[src/rtl/sclr_pkg.sv]
package sclr_pkg;
    typedef enum logic [1:0] {
        ST_DONE  = 2'd0,
        ST_NOP   = 2'd1,
        ST_UNDEF = 2'd2,
        ST_FAULT = 2'd3
    } status_e;

    typedef enum logic [1:0] {
        PH_IDLE,
        PH_CLEAR,
        PH_PRED,
        PH_FIN
    } phase_e;
endpackage

[src/rtl/sclr_range.sv]
module sclr_range #(
    parameter int NUM_SREG = 64,
    parameter int CNT_W    = 7,
    localparam int IDX_W   = $clog2(NUM_SREG)
) (
    input  logic [IDX_W-1:0] base_i,
    input  logic [CNT_W-1:0] count_i,
    input  logic             dbl_i,
    input  logic             upper_ok_i,
    output logic             bad_o,
    output logic             empty_o,
    output logic [IDX_W:0]   bot_o,
    output logic [IDX_W:0]   end_o
);
    localparam int EXT_W = IDX_W + CNT_W + 2;
    localparam logic [EXT_W-1:0] FULL = EXT_W'(NUM_SREG);
    localparam logic [EXT_W-1:0] HALF = EXT_W'(NUM_SREG / 2);

    logic [EXT_W-1:0] bot_ext;
    logic [EXT_W-1:0] end_ext;
    logic [EXT_W-1:0] end_trim;
    logic             no_count;

    always_comb begin
        // end_ext is one past the last single entry of the range
        bot_ext  = EXT_W'(base_i) << dbl_i;
        end_ext  = (EXT_W'(base_i) + EXT_W'(count_i)) << dbl_i;
        no_count = (count_i == '0);
        bad_o    = !no_count && ((end_ext > FULL) || ((end_ext > HALF) && end_ext[0]));
        end_trim = (!upper_ok_i && (end_ext > HALF)) ? HALF : end_ext;
        empty_o  = no_count || (bot_ext >= end_trim);
        bot_o    = bot_ext[IDX_W:0];
        end_o    = end_trim[IDX_W:0];
    end
endmodule

[src/rtl/sclr_gate.sv]
module sclr_gate
    import sclr_pkg::*;
(
    input  logic    secure_i,
    input  logic    mainline_i,
    input  logic    fp_or_vec_i,
    input  logic    lazy_en_i,
    input  logic    fp_active_i,
    input  logic    fp_enabled_i,
    input  logic    range_bad_i,
    output status_e status_o,
    output logic    go_o
);
    always_comb begin
        if (!secure_i || !mainline_i) begin
            status_o = ST_UNDEF;
        end else if (!fp_or_vec_i || (lazy_en_i && !fp_active_i)) begin
            status_o = ST_NOP;
        end else if (!fp_enabled_i) begin
            status_o = ST_FAULT;
        end else if (range_bad_i) begin
            status_o = ST_UNDEF;
        end else begin
            status_o = ST_DONE;
        end
        go_o = (status_o == ST_DONE);
    end
endmodule

[src/rtl/sclr_step.sv]
module sclr_step #(
    parameter int NUM_SREG = 64,
    localparam int IDX_W   = $clog2(NUM_SREG)
) (
    input  logic [IDX_W:0]   cur_i,
    input  logic [IDX_W:0]   end_i,
    output logic [IDX_W-2:0] pair_o,
    output logic [1:0]       half_en_o,
    output logic [IDX_W:0]   nxt_o,
    output logic             last_o
);
    logic [IDX_W:0] cur_p2;

    always_comb begin
        cur_p2 = cur_i + (IDX_W+1)'(2);
        pair_o = cur_i[IDX_W-1:1];
        if (cur_i[0]) begin
            half_en_o = 2'b10;
        end else if (cur_p2 <= end_i) begin
            half_en_o = 2'b11;
        end else begin
            half_en_o = 2'b01;
        end
        nxt_o  = (half_en_o == 2'b11) ? cur_p2 : cur_i + (IDX_W+1)'(1);
        last_o = (nxt_o >= end_i);
    end
endmodule

[src/rtl/sreg_clear_seq.sv]
module sreg_clear_seq
    import sclr_pkg::*;
#(
    parameter int NUM_SREG = 64,
    parameter int CNT_W    = 7,
    localparam int IDX_W   = $clog2(NUM_SREG),
    localparam int PAIR_W  = IDX_W - 1
) (
    input  logic              clk,
    input  logic              rst_n,
    input  logic              cmd_valid,
    output logic              cmd_ready,
    input  logic [IDX_W-1:0]  cmd_base,
    input  logic [CNT_W-1:0]  cmd_count,
    input  logic              cmd_dbl,
    input  logic              cfg_secure,
    input  logic              cfg_mainline,
    input  logic              cfg_fp_or_vec,
    input  logic              cfg_vec,
    input  logic              cfg_upper_d,
    input  logic              cfg_lazy_en,
    input  logic              cfg_fp_active,
    input  logic              cfg_fp_enabled,
    output logic              busy,
    output logic              rf_we,
    output logic [PAIR_W-1:0] rf_pair,
    output logic [1:0]        rf_half_en,
    output logic              pred_clr,
    output logic              done_valid,
    output logic [1:0]        done_status
);
    typedef struct packed {
        phase_e         phase;
        logic [IDX_W:0] cur;
        logic [IDX_W:0] endx;
        logic           pred_en;
        status_e        status;
    } seq_t;

    seq_t st_d, st_q;

    logic           r_bad, r_empty;
    logic [IDX_W:0] r_bot, r_end;
    status_e        g_status;
    logic           g_go;
    logic [IDX_W:0] s_nxt;
    logic           s_last;

    sclr_range #(.NUM_SREG(NUM_SREG), .CNT_W(CNT_W)) u_range (
        .base_i     (cmd_base),
        .count_i    (cmd_count),
        .dbl_i      (cmd_dbl),
        .upper_ok_i (cfg_upper_d),
        .bad_o      (r_bad),
        .empty_o    (r_empty),
        .bot_o      (r_bot),
        .end_o      (r_end)
    );

    sclr_gate u_gate (
        .secure_i     (cfg_secure),
        .mainline_i   (cfg_mainline),
        .fp_or_vec_i  (cfg_fp_or_vec),
        .lazy_en_i    (cfg_lazy_en),
        .fp_active_i  (cfg_fp_active),
        .fp_enabled_i (cfg_fp_enabled),
        .range_bad_i  (r_bad),
        .status_o     (g_status),
        .go_o         (g_go)
    );

    sclr_step #(.NUM_SREG(NUM_SREG)) u_step (
        .cur_i     (st_q.cur),
        .end_i     (st_q.endx),
        .pair_o    (rf_pair),
        .half_en_o (rf_half_en),
        .nxt_o     (s_nxt),
        .last_o    (s_last)
    );

    always_comb begin
        st_d = st_q;
        unique case (st_q.phase)
            PH_IDLE: begin
                if (cmd_valid) begin
                    st_d.status  = g_status;
                    st_d.pred_en = cfg_vec;
                    st_d.cur     = r_bot;
                    st_d.endx    = r_end;
                    if (g_go && !r_empty) begin
                        st_d.phase = PH_CLEAR;
                    end else if (g_go && cfg_vec) begin
                        st_d.phase = PH_PRED;
                    end else begin
                        st_d.phase = PH_FIN;
                    end
                end
            end
            PH_CLEAR: begin
                st_d.cur = s_nxt;
                if (s_last) begin
                    st_d.phase = st_q.pred_en ? PH_PRED : PH_FIN;
                end
            end
            PH_PRED: st_d.phase = PH_FIN;
            PH_FIN:  st_d.phase = PH_IDLE;
            default: st_d.phase = PH_IDLE;
        endcase
    end

    always_ff @(posedge clk or negedge rst_n) begin
        if (!rst_n) begin
            st_q <= '{phase: PH_IDLE, cur: '0, endx: '0, pred_en: 1'b0, status: ST_DONE};
        end else begin
            st_q <= st_d;
        end
    end

    assign cmd_ready   = (st_q.phase == PH_IDLE);
    assign busy        = (st_q.phase != PH_IDLE);
    assign rf_we       = (st_q.phase == PH_CLEAR);
    assign pred_clr    = (st_q.phase == PH_PRED);
    assign done_valid  = (st_q.phase == PH_FIN);
    assign done_status = st_q.status;
endmodule

[config.mk]
export PLATFORM = sky130hd
export DESIGN_NAME = sreg_clear_seq
export DESIGN_NICKNAME = d
export VERILOG_FILES = /design/src/rtl/sclr_pkg.sv /design/src/rtl/sclr_range.sv /design/src/rtl/sclr_gate.sv /design/src/rtl/sclr_step.sv /design/src/rtl/sreg_clear_seq.sv
export SDC_FILE = /design/constraint.sdc
export NUM_CORES = 1
export LEC_CHECK = 0
export BUFFER_PORTS_ARGS = -buffer_cell sky130_fd_sc_hd__buf_2
export CORE_ASPECT_RATIO = 2
export CORE_MARGIN = 2
export CORE_UTILIZATION = 40
export CTS_BUF_LIST = sky130_fd_sc_hd__clkbuf_4
export CTS_CLUSTER_SIZE = 20
export DETAILED_ROUTE_END_ITERATION = 6
export PLACE_DENSITY = 0.67
export SKIP_LAST_GASP = 1
export SLEW_MARGIN = 15
export SYNTH_ARGS = -nofsm -noshare
export SYNTH_HDL_FRONTEND = slang
export SYNTH_SLANG_ARGS = --single-unit
export TNS_END_PERCENT = 5
[constraint.sdc]
create_clock -name clk -period 3.8 [get_ports clk]
set_input_delay 0.38 -clock clk [delete_from_list [all_inputs] [get_ports clk]]
set_output_delay 0.38 -clock clk [all_outputs]
set_load 0.01 [all_outputs]
# After elaboration in Yosys (flattened, before gate mapping)
# Index checks and enable logic that the tools add are counted.
# Widths: inputs -> output; s select.
[word_totals]
reg_bits = 19
in_bits = 25
wordCells = 61
[op_classes]
n_addsub = 3
magnitude_cmp = 5
n_eq_ne = 6
shifts = 2
muxes = 15
n_reduce_logical = 25
[op_table]
columns = ["op", "n"]
rows = [
  ["$mux 19", 1],
  ["$mux 2", 8],
  ["$ge 15x15->1", 1],
  ["$gt 15x6->1 const B", 1],
  ["$gt 15x7->1 const B", 1],
  ["$mux 15", 1],
  ["$shl 15x1->15", 1],
  ["$shl 6x1->15", 1],
  ["$pmux 7 s2", 1],
  ["$add 6x7->8", 1],
  ["$pmux 2 s4", 1],
  ["$add 7x1->7 const B", 1],
  ["$add 7x2->7 const B", 1],
  ["$ge 7x7->1", 1],
  ["$le 7x7->1", 1],
  ["$logic_not 1->1", 7],
  ["$logic_not 7->1", 1],
  ["$mux 7", 1],
  ["$eq 2x2->1 const B", 3],
  ["$logic_and 1x1->1", 6],
  ["$reduce_and 2->1", 3],
  ["$logic_not 2->1", 2],
  ["$logic_or 1x1->1", 4],
  ["$reduce_bool 2->1", 2],
  ["4 further kinds", 5],
]

# Logic depth before layout (Yosys ltp)
# Gate-level depths: netlist of run 1.
[logic_depth]
depth_word = 16
mapped_depth = 18
mapped_depth_nobuf = 17

# Cells and area by module
# A second synthesis of run 1 with hierarchy kept.
[unflattened]
cells_unflattened = 273
hier_area_um2 = 2506.2
[by_module_without_submodules]
columns = ["mod", "instances", "cells_each", "area_each_um2", "seq_area_each_um2"]
rows = [
  ["sreg_clear_seq", 1, 86, 1002.2, 475.5],
  ["sclr_range", 1, 104, 837.1, 0.0],
  ["sclr_step", 1, 75, 586.8, 0.0],
  ["sclr_gate", 1, 8, 80.1, 0.0],
]

# Worst setup path before layout of run 1
# Ideal clock, no wire load.
[synth_path]
path_type = "input to register"
startpoint = "in cmd_base[0]"
endpoint = "reg st_q[18] (netlist bit)"
arrival_time_ns = 3.711
required_ns = 3.671
path_slack_ns = -0.041
path_stages = 15
n_path_buf = 1
cell_sequence = "ha_1 -> fa_1 -> a211oi_2 -> or2_1 -> mux2i_1 -> o2111ai_1 -> o41ai_2 -> buf_6 -> o21ai_0 -> ha_1 -> a21o_1 -> a221oi_1 -> o211ai_1 -> nor3_1 -> a21oi_1"
[synth_between]
elab_chain_cells = 15
[synth_lines]
columns = ["item", "line", "text"]
rows = [
  ["start: declaration", "sreg_clear_seq.sv:13", "input logic [IDX_W-1:0] cmd_base,"],
  ["branches (longest 11 deep; another with $gt 15x6->1)", "-", ""],
  ["$logic_and 1x1->1 *", "sreg_clear_seq.sv:90", "if (g_go && !r_empty) begin"],
  ["$mux 2 *", "sreg_clear_seq.sv:90", ""],
  ["$mux 19 *", "sreg_clear_seq.sv:85", "if (cmd_valid) begin"],
  ["$pmux 2 s4 *", "sreg_clear_seq.sv:83", "unique case (st_q.phase)"],
  ["end signal: assignment", "sreg_clear_seq.sv:113", "st_q <= '{phase: PH_IDLE, cur: '0, endx: '0, pred_en: 1'b0, status: ST_DONE};"],
  ["end signal: assignment", "sreg_clear_seq.sv:115", "st_q <= st_d;"],
  ["end: declaration", "sreg_clear_seq.sv:40", "seq_t st_d, st_q;"],
]
# Mark *: on every way between the ends. The select of a mux whose other input is x is not followed.
# A chain may end at the register's enable or synchronous reset.

# Worst setup path in the final report of run 1
[layout_path]
startpoint = "in cmd_count[0]"
endpoint = "reg st_q[17] (netlist bit)"
[layout_between]
elab_chain_cells = 16
[layout_lines]
columns = ["item", "line", "text"]
rows = [
  ["start: declaration", "sreg_clear_seq.sv:14", "input logic [CNT_W-1:0] cmd_count,"],
  ["branches (longest 13 deep; another with $gt 15x6->1)", "-", ""],
  ["$mux 2 *", "sreg_clear_seq.sv:90", ""],
  ["$mux 19 *", "sreg_clear_seq.sv:85", ""],
  ["$pmux 2 s4 *", "sreg_clear_seq.sv:83", ""],
]
# Marks and branches as above.

==> qor.txt, run 1 <==
CTS tree: built
Area occupied by registers: 477 um2
Logic pwr share: 76.8%
Final net count: 431
Die height: 117 um
Post-synthesis cell count: 319
Clock slew at reported path FFs: 0.11 ns
# placed instances: 451
Complex-gate fraction of the synthesized area: 28.2%
CTS sink count: 19
Skew-Pair Late Insertion Delay: 0.31 ns
Sequential share of power: 17.8%
Initial cell density of the core: 41.0%
Max FO, Critical Path: 7
Critical Setup Path Class: in -> reg
First-pass GRT wire length: 11800 um
Multiplexer share of the synthesized area: 4.68%
Cell Count, Final, Fillers Out: 457
Tcrit/Tclk final: 96.4%
Drt pass-1 iters: 4
Most frequent cells in the layout: buf_2 (38), nand2_1 (30), ha_1 (30)
Synth Area per Inst: 8.04 um2
Hold_buf cts: 0
Leakage: 0.00139 uW
Sw Pwr: 1030 uW
Largest net degree at the start of global routing: 20
Slew Limit Fails: 0
Worst Tran Pin Value: 0.839 ns
Boundary pin count: 39
Power Total: 2100 uW
Core area: 6260 um2
Total Routing Usage GR: 21.8%
Layout cells sized above 1: 26.4%
Worst hold path class: in -> async
Simple-Gate Fraction of Synth Area: 21.0%
DP HPWL: 6290 um
Residual overflow from global routing: 0
Synth Area in XOR/XNOR: 3.41%
Status: complete, but fails checks
Hold_ws: -0.00799 ns
Register area share after synthesis: 18.5%
Antenna Cells: 0
Number of flops mapped to enable cells by yosys: 0
Ys Warns: 0
Final setup fails: 0
Failing checks: hold timing
VDD IR max: 0.209 mV
Internal power: 1070 uW
Antenna-violating nets left: 0
RePlAce Congestion: 0.913
DR vias/cell: 5.82
Setup Slack @ Placement: -0.304 ns
# fillers: 649
Critical Path AT: 3.90 ns
Number of global-route vias before repair: 2598
Synth Cell Area: 2570 um2
Crit path time final: 3.66 ns
Standard-cell row count: 41
Req. time, crit path: 4.04 ns
Multi-input gate area: 1970 um2
Die W: 60.6 um
1st-iter DRT viols: 105
CTS H-tree lvls: 1
Setup Skew: 0.00333 ns
CP endpoint kind: flop
Port Buffers: 38
Maximum buffer depth of the clock tree: 2
PD cells: 684 nW/um2
Initial antenna violation count: 0
Sw frac: 49.0%
RSZ-0062 raised after global routing: false
Vias: 2658
R2r startpoint: st_q[11]
Commonest non-fill, non-tap cell in the layout: buf_2
Ys async rst share: 100%
Clock power share: 5.5%
Slew headroom: 43.5%
DRC Markers: 0
Hold Vio Cnt, Final: 10
Detailed Route WL: 7550 um
Full die area: 7110 um2
CTS root buf: clkbuf_4
#FFs+latches synth: 19
Nature of the critical path startpoint: input port
Yosys cell types: 66
Main flop type after synthesis: dfrtp_1
Setup ws final: 0.135 ns
P&R area growth vs syn: 19.6%
Synth Area in Adders: 16.9%
WL per Instance: 16.5 um
Syn_nets: 378
Fmax: 273 MHz
CTS Buf Count: 3
Worst setup path start: cmd_count[0]
Fin Setup TNS: 0 ns
Max-cap violations: 0
Main combinational cell family by area after synthesis: compound AO/OA/AOI/OAI gates
## flip-flops by register name, indices dropped and copies added, names as in the netlist
register,cells
st_q,17
done_status,2
## metal layers
metal  wire (um)  vias up  share of wire (%)  global-route usage [%]
met5           0        -                  0                       0
met4         570        0                7.6                    16.2
met3         179       41                2.4                   0.879
met2        4240       83                 56                    41.7
met1        2560     1237                 34                    20.4
li1            -     1297                  -                       -
## final cells by class
class,count,area share (%)
Sequential cell,19,15.5
Tap cell,86,3.50
Timing Repair Buffer,66,13.2
Inverter,22,2.69
Clock buffer,4,0.978
Multi-Input combinational cell,260,64.1
## repair_timing
item                                    CTS  global route
pin swaps                                 0            11
endpoints found under the hold margin     0             0
endpoints found under the setup margin    2             2
gates resized for setup                   1            18
buffers inserted                          0             2
## power groups by stage
stage	sequential (uW)	combinational, uW	clock, uW
floorplan	359	1100	0
global placement	368	1520	0
detailed placement	370	1550	0
CTS	366	1560	118
global route	386	1790	124
finish	373	1610	115
## logic make-up (layout without fill, tap and decap cells)
group,Yosys count,after routing
buf+inv,40,92
fa+ha+maj,34,34
mux,11,11
compound gates,97,97
xor+xnor,10,10
flops,19,19
simple gates,108,108
## synth_stat cells (all sizes together) (3+ instances only)
cell | instances | area, um2
a21oi | 13 | 65.1
ha | 33 | 413
xor2 | 3 | 26.3
a22o | 4 | 35.0
nand2b | 5 | 31.3
nand4 | 3 | 18.8
a31oi | 7 | 43.8
o41ai | 3 | 33.8
nand2 | 30 | 113
o21a | 3 | 22.5
xnor2 | 7 | 61.3
mux2i | 3 | 30.0
buf | 9 | 71.3
inv | 21 | 78.8
a211oi | 5 | 42.5
clkbuf | 9 | 33.8
o21ai | 19 | 95.1
nor2b | 6 | 37.5
nor3 | 6 | 30.0
nor3b | 3 | 22.5
nand3 | 11 | 55.1
and3 | 6 | 37.5
nor2 | 22 | 82.6
dfrtp | 19 | 475
and2 | 7 | 43.8
mux2 | 8 | 90.1
o21bai | 3 | 22.5
o22ai | 5 | 31.3
a2111oi | 3 | 45.1
a221oi | 3 | 26.3
a21o | 4 | 30.0
## per-stage QoR
stage                     util (%)  instance area (um2)  hold slack, ns
after floorplan                  -                 2570          0.0844
after global placement        47.2                 2950           0.342
after detailed placement      47.2                 2950           0.348
after CTS                     47.7                 2980         0.00584
after global routing          49.1                 3070          0.0147
final                         49.1                 3070        -0.00799
## critical path, stage by stage
cell and delay, ns:
buf_2 0.13, ha_4 0.16, fa_2 0.37, a211oi_2 0.30, or2_1 0.20, mux2i_2 0.26
o2111ai_2 0.20, o41ai_2 0.39, buf_4 0.19, nand2_1 0.09, ha_4 0.23, a21oi_1 0.15
o21ai_2 0.09, a221oi_2 0.25, o211ai_1 0.15, and3_1 0.19, a31oi_1 0.15
## worst paths after layout
| path | end | slack (ns) | cells after the start |
|---|---|---|---|
| min in group clk | st_q[2] | 0.27 | 3 |
| worst max register to register | st_q[17] | 0.19 | 16 |
| worst min register to register | st_q[2] | 0.49 | 2 |
| max in group asynchronous | st_q[13] | 3.48 | 1 |
| worst min-delay path | st_q[14] | -0.008 | 1 |
| worst max-delay path | st_q[17] | 0.14 | 17 |
Power figures use the tool's default switching activity.
==> run 2: changes to the inputs <==
--- a/config.mk
+++ b/config.mk
@@ -6,13 +6,13 @@
 export NUM_CORES = 1
 export LEC_CHECK = 0
 export BUFFER_PORTS_ARGS = -buffer_cell sky130_fd_sc_hd__buf_2
-export CORE_ASPECT_RATIO = 2
+export CORE_ASPECT_RATIO = 0.6
 export CORE_MARGIN = 2
 export CORE_UTILIZATION = 40
 export CTS_BUF_LIST = sky130_fd_sc_hd__clkbuf_4
 export CTS_CLUSTER_SIZE = 20
 export DETAILED_ROUTE_END_ITERATION = 6
-export PLACE_DENSITY = 0.67
+export PLACE_DENSITY_LB_ADDON = 0.3
 export SKIP_LAST_GASP = 1
 export SLEW_MARGIN = 15
 export SYNTH_ARGS = -nofsm -noshare
==> run 2 against run 1 <==
Effect of this change: the flow now finishes without violations; first-iteration DRC count up 92%; setup slack worse by 0.0045 ns; global-route usage down 0.76 points; maximum frequency decreased by 0.12%; routed wire length shrank 1.4%; clock skew increased by 0.0068 ns; clock-buffer cell count fell by 1; die area decreased by 0.25%.
==> qor.txt, run 2 (same netlist as run 1, synthesis figures left out) <==
Maximum buffer depth of the clock tree: 2 (unchanged)
Critical Path AT: 3.91 ns (was 3.90 ns)
Crit path cell chain: and4_1 > nand2_1 > xnor2_1 > ha_1 > nand2_1 > o21ai_1 > or3_4 > o21ai_2 > mux2_2 > ha_1 > a21o_1 > a31oi_1 > o211a_1 > and2_4 > o32ai_1 > a21oi_1 (was buf_2 > ha_4 > fa_2 > a211oi_2 > or2_1 > mux2i_2 > o2111ai_2 > o41ai_2 > buf_4 > nand2_1 > ha_4 > a21oi_1 > o21ai_2 > a221oi_2 > o211ai_1 > and3_1 > a31oi_1)
Nature of the critical path startpoint: flop (was input port)
Reg2Reg Depth: 16 (unchanged)
DRC Markers: 0 (unchanged)
Hold_ws: 0.259 ns (was -0.00799 ns)
Final setup fails: 0 (unchanged)
Fmax: 273 MHz (about the same)
RePlAce Congestion: 0.927 (was 0.913)
CTS sink count: 19 (unchanged)
R2R setup slack: 0.13 ns (was 0.19 ns)
Top Layer Used: met4 (unchanged)
Worst Tran Pin Value: 0.733 ns (was 0.839 ns)
Max reg flops: 17 (unchanged)
WP buf/inv: 0 (was 2)
Crit path time final: 3.67 ns (was 3.66 ns)
Die W: 107 um (was 60.6 um)
CP endpoint kind: flop (unchanged)
Post-CTS Setup Inserts: 0 (unchanged)
Full die area: 7090 um2 (was 7110 um2)
Initial antenna violation count: 0 (unchanged)
Vias: 2654 (was 2658)
Area occupied by registers: 477 um2 (unchanged)
Largest net degree at the start of global routing: 20 (unchanged)
CTS tree: built (unchanged)
P&R area growth vs syn: 19.4% (was 19.6%)
Met1 wire length: 4030 um (was 2560 um)
Boundary pin count: 39 (unchanged)
Metal3 WL: 663 um (was 179 um)
DR vias/cell: 5.78 (was 5.82)
Number of global-route vias before repair: 2332 (was 2598)
Tcrit/Tclk final: 96.6% (was 96.4%)
Top delay family on crit path: compound AO/OA/AOI/OAI gates (unchanged)
CTS H-tree lvls: 1 (unchanged)
Req. time, crit path: 4.04 ns (about the same)
CTS root buf: clkbuf_4 (unchanged)
Placed Area: 2990 um2 (was 2950 um2)
Critical path's largest stage delay: 0.43 ns (was 0.39 ns)
Max-cap violations: 0 (unchanged)
Final net count: 435 (was 431)
Multi-input gate area: 1940 um2 (was 1970 um2)
Drt pass-1 iters: 5 (was 4)
Worst hold path class: in -> reg (was in -> async)
Max FO, Critical Path: 5 (was 7)
Reg-to-reg endpoint: st_q[18] (was st_q[17])
Residual overflow from global routing: 0 (unchanged)
Antenna-violating nets left: 0 (unchanged)
Leakage: 0.00141 uW (was 0.00139 uW)
DP HPWL: 6160 um (was 6290 um)
Layout cells sized above 1: 26.1% (was 26.4%)
Antenna Cells: 0 (unchanged)
Commonest non-fill, non-tap cell in the layout: buf_2 (unchanged)
VDD IR max: 0.242 mV (was 0.209 mV)
Skew-Pair Late Insertion Delay: 0.32 ns (was 0.31 ns)
Initial cell density of the core: 41.6% (was 41.0%)
Port Buffers: 38 (unchanged)
WL per Instance: 16.2 um (was 16.5 um)
First-pass GRT wire length: 11800 um (about the same)
Post-Layout Inst Area: 3060 um2 (was 3070 um2)
Standard-cell row count: 22 (was 41)
Total Routing Usage GR: 21.1% (was 21.8%)
1st-iter DRT viols: 202 (was 105)
Critical Setup Path Class: reg -> reg (was in -> reg)
Clock slew at reported path FFs: 0.13 ns (was 0.11 ns)
R2r startpoint: st_q[12] (was st_q[11])
Crit-path slowest cell: dfrtp_2 (was o41ai_2)
Worst setup path end: st_q[18] (was st_q[17])
Final core utilization: 49.7% (was 49.1%)
RSZ-0062 raised after global routing: false (unchanged)
Worst setup path start: st_q[12] (was cmd_count[0])
Top reg by flops: st_q (unchanged)
# fillers: 625 (was 649)
Metal2 WL: 2740 um (was 4240 um)
CTS Buf Count: 3 (unchanged)
Slew headroom: 50.6% (was 43.5%)
Setup Skew: 0.0101 ns (was 0.00333 ns)
Core area: 6170 um2 (was 6260 um2)
Most frequent cells in the layout: buf_2 (38), ha_1 (33), buf_4 (31) (was buf_2 (38), nand2_1 (30), ha_1 (30))
PD cells: 684 nW/um2 (about the same)
Slew Limit Fails: 0 (unchanged)
Hold Vio Cnt, Final: 0 (was 10)
Status: completed (was complete, but fails checks)
Detailed Route WL: 7450 um (was 7550 um)
Die height: 66.0 um (was 117 um)
CP Depth: 16 (was 17)
## run 2: what timing repair did
item | CTS | global route
pin swaps | 0 | 1
hold buffers | 0 | 1
setup endpoints to repair | 2 | 2
resized for setup | 1 | 10
hold endpoints to repair | 0 | 11
## run 2: cell type report
class / instances / area share (%)
inverters: 22 / 2.69
clock buffers: 3 / 0.735
flip-flops and latches: 19 / 15.6
well taps: 84 / 3.43
clock inverters: 1 / 0.163
repair buffers: 70 / 14.1
multi-input cells: 260 / 63.3
## run 2: routing by layer
metal,global-route usage [%],vias up
met2,28.9,119
met4,1.76,0
met1,33.8,1238
li1,-,1295
met3,4.83,2
met5,0,-
## run 2: how the worst min path moves through the flow
stage / start / endpoint / slack, ns / cells after the start
after detailed placement: rst_n / done_status[0] / 0.36 / 1
after floorplan: rst_n / done_status[0] / 0.08 / 0
final: cfg_fp_enabled / done_status[1] / 0.26 / 2
after CTS: rst_n / done_status[0] / 0.004 / 1
after global placement: rst_n / st_q[2] / 0.35 / 1
after global routing: cfg_fp_enabled / done_status[1] / 0.26 / 2
## run 2: report_power, final
part / internal, uW / total [uW] / switching, uW
Combinational: 719 / 1610 / 893
Clock: 39.4 / 113 / 73.7
Sequential: 292 / 370 / 78.5
Total: 1050 / 2100 / 1050
## run 2: per-stage QoR
step                setup TNS [ns]  total power [uW]  instances  setup WS, ns
floorplan                        0              1460        319        0.0203
global placement            -0.107              1860        454       -0.0583
detailed placement          -0.295              1900        454        -0.160
CTS                              0              2020        458        0.0234
global route                     0              2300        459       0.00248
finish                           0              2100        459         0.131
==> run 3: changes to the inputs <==
--- a/config.mk
+++ b/config.mk
@@ -13,6 +13,7 @@
 export CTS_CLUSTER_SIZE = 20
 export DETAILED_ROUTE_END_ITERATION = 6
 export PLACE_DENSITY_LB_ADDON = 0.3
+export RECOVER_POWER = 25
 export SKIP_LAST_GASP = 1
 export SLEW_MARGIN = 15
 export SYNTH_ARGS = -nofsm -noshare
==> run 3 against run 2 <==
Effect of this change: clock skew barely moved; setup slack barely moved; highest routed layer unchanged; worst hold slack did not move; largest power group unchanged; combinational power barely moved.
==> qor.txt, run 3 (same netlist as run 1, synthesis figures left out) <==
DR vias/cell: 5.79 (was 5.78)
Top delay family on crit path: compound AO/OA/AOI/OAI gates (unchanged)
Skew-Pair Late Insertion Delay: 0.32 ns (about the same)
CP Depth: 16 (unchanged)
WHS Path Cells: 2 (unchanged)
Die height: 66.0 um (unchanged)
Post-CTS Setup Inserts: 0 (unchanged)
Setup Slack @ Placement: -0.160 ns (unchanged)
VDD IR max: 0.242 mV (about the same)
DRC Markers: 0 (unchanged)
Detailed Route WL: 7440 um (was 7450 um)
RSZ-0062 raised after global routing: false (unchanged)
Worst setup path end: st_q[18] (unchanged)
P&R area growth vs syn: 19.4% (about the same)
Die W: 107 um (unchanged)
Final setup fails: 0 (unchanged)
CP endpoint kind: flop (unchanged)
Hold_ws: 0.259 ns (unchanged)
Cell Count, Final, Fillers Out: 459 (unchanged)
1st-iter DRT viols: 202 (unchanged)
Critical Path AT: 3.91 ns (about the same)
Drt pass-1 iters: 5 (unchanged)
R2r startpoint: st_q[12] (unchanged)
Full die area: 7090 um2 (unchanged)
Req. time, crit path: 4.04 ns (about the same)
Placed Area: 2990 um2 (unchanged)
Core area: 6170 um2 (unchanged)
Residual overflow from global routing: 0 (unchanged)
Max FO, Critical Path: 5 (unchanged)
WL per Instance: 16.2 um (about the same)
Layout cells sized above 1: 25.9% (was 26.1%)
Number of global-route vias before repair: 2332 (unchanged)
Fin Setup TNS: 0 ns (unchanged)
CTS H-tree lvls: 1 (unchanged)
Slew Limit Fails: 0 (unchanged)
Setup ws final: 0.131 ns (about the same)
Crit path cell chain: and4_1 > nand2_1 > xnor2_1 > ha_1 > nand2_1 > o21ai_1 > or3_4 > o21ai_2 > mux2_2 > ha_1 > a21o_1 > a31oi_1 > o211a_1 > and2_4 > o32ai_1 > a21oi_1 (unchanged)
Worst hold path class: in -> reg (unchanged)
Antenna Cells: 0 (unchanged)
DP HPWL: 6160 um (unchanged)
Worst Tran Pin Value: 1.13 ns (was 0.733 ns)
First-pass GRT wire length: 11800 um (unchanged)
PD cells: 684 nW/um2 (about the same)
Critical Setup Path Class: reg -> reg (unchanged)
Crit-path slowest cell: dfrtp_2 (unchanged)
Clock slew at reported path FFs: 0.13 ns (about the same)
CTS root buf: clkbuf_4 (unchanged)
Initial cell density of the core: 41.6% (unchanged)
Post-Layout Inst Area: 3060 um2 (about the same)
# placed instances: 454 (unchanged)
Port Buffers: 38 (unchanged)
RePlAce Congestion: 0.927 (unchanged)
Max reg flops: 17 (unchanged)
Fmax: 273 MHz (about the same)
Vias: 2656 (was 2654)
# fillers: 626 (was 625)
CTS sink count: 19 (unchanged)
Commonest non-fill, non-tap cell in the layout: buf_2 (unchanged)
Final net count: 435 (unchanged)
Antenna-violating nets left: 0 (unchanged)
Largest net degree at the start of global routing: 20 (unchanged)
Reg2Reg Depth: 16 (unchanged)
Status: completed (unchanged)
Tcrit/Tclk final: 96.6% (about the same)
CTS tree: built (unchanged)
Initial antenna violation count: 0 (unchanged)
Top reg by flops: st_q (unchanged)
WP buf/inv: 0 (unchanged)
Hold Vio Cnt, Final: 0 (unchanged)
Critical path's largest stage delay: 0.43 ns (about the same)
Boundary pin count: 39 (unchanged)
Leakage: 0.00141 uW (about the same)
Reg-to-reg endpoint: st_q[18] (unchanged)
Maximum buffer depth of the clock tree: 2 (unchanged)
CTS Buf Count: 3 (unchanged)
R2R setup slack: 0.13 ns (about the same)
Worst setup path start: st_q[12] (unchanged)
Most frequent cells in the layout: buf_2 (37), ha_1 (33), buf_4 (31) (was buf_2 (38), ha_1 (33), buf_4 (31))
Crit path time final: 3.67 ns (about the same)
Setup Skew: 0.0101 ns (about the same)
Total Routing Usage GR: 21.1% (unchanged)
Nature of the critical path startpoint: flop (unchanged)
Slew headroom: 24.4% (was 50.6%)
Standard-cell row count: 22 (unchanged)
Max-cap violations: 0 (unchanged)
[run 3: final cells by class]
class	count	area [um2]	share of cell area [%]
Tap cell	84	105	3.43
Multi-Input combinational cell	260	1940	63.3
Sequential cell	19	477	15.6
Timing Repair Buffer	70	432	14.1
Clock inverter	1	5.00	0.163
Clock buffer	3	22.5	0.735
Inverter	22	82.6	2.70
[run 3: per-layer routing]
layer	vias up	track usage, %	part of all wire (%)
met5	-	0	0
met4	0	1.76	0.13
met3	2	4.83	9.0
met2	121	28.9	37
met1	1239	33.8	54
li1	1294	-	-
[run 3: worst min-delay path by stage]
stage	startpoint	to	slack [ns]
after floorplan	rst_n	done_status[0]	0.08
after global placement	rst_n	st_q[2]	0.35
after detailed placement	rst_n	done_status[0]	0.36
after CTS	rst_n	done_status[0]	0.004
after global routing	cfg_fp_enabled	done_status[1]	0.26
final	cfg_fp_enabled	done_status[1]	0.26
[run 3: repair_timing]
action | 4_1_cts | 5_1_grt
hold buffers | 0 | 1
gates resized for setup | 1 | 10
setup endpoints to repair | 2 | 2
hold endpoints to repair | 0 | 11
pin swaps | 0 | 1
cloned | 0 | 0
[run 3: power by group]
part / leakage, uW / internal [uW] / total (uW) / switching (uW)
Clock: 0.0000177 / 39.4 / 113 / 73.7
Sequential: 0.000225 / 292 / 370 / 78.5
Combinational: 0.00117 / 719 / 1610 / 893
Total: 0.00141 / 1050 / 2100 / 1050
[run 3: through the flow]
step                      power (uW)  utilization [%]
after global routing            2300             49.7
final                           2100             49.7
after detailed placement        1900             48.5
after CTS                       2020             48.9
after global placement          1860             48.5
after floorplan                 1460                -
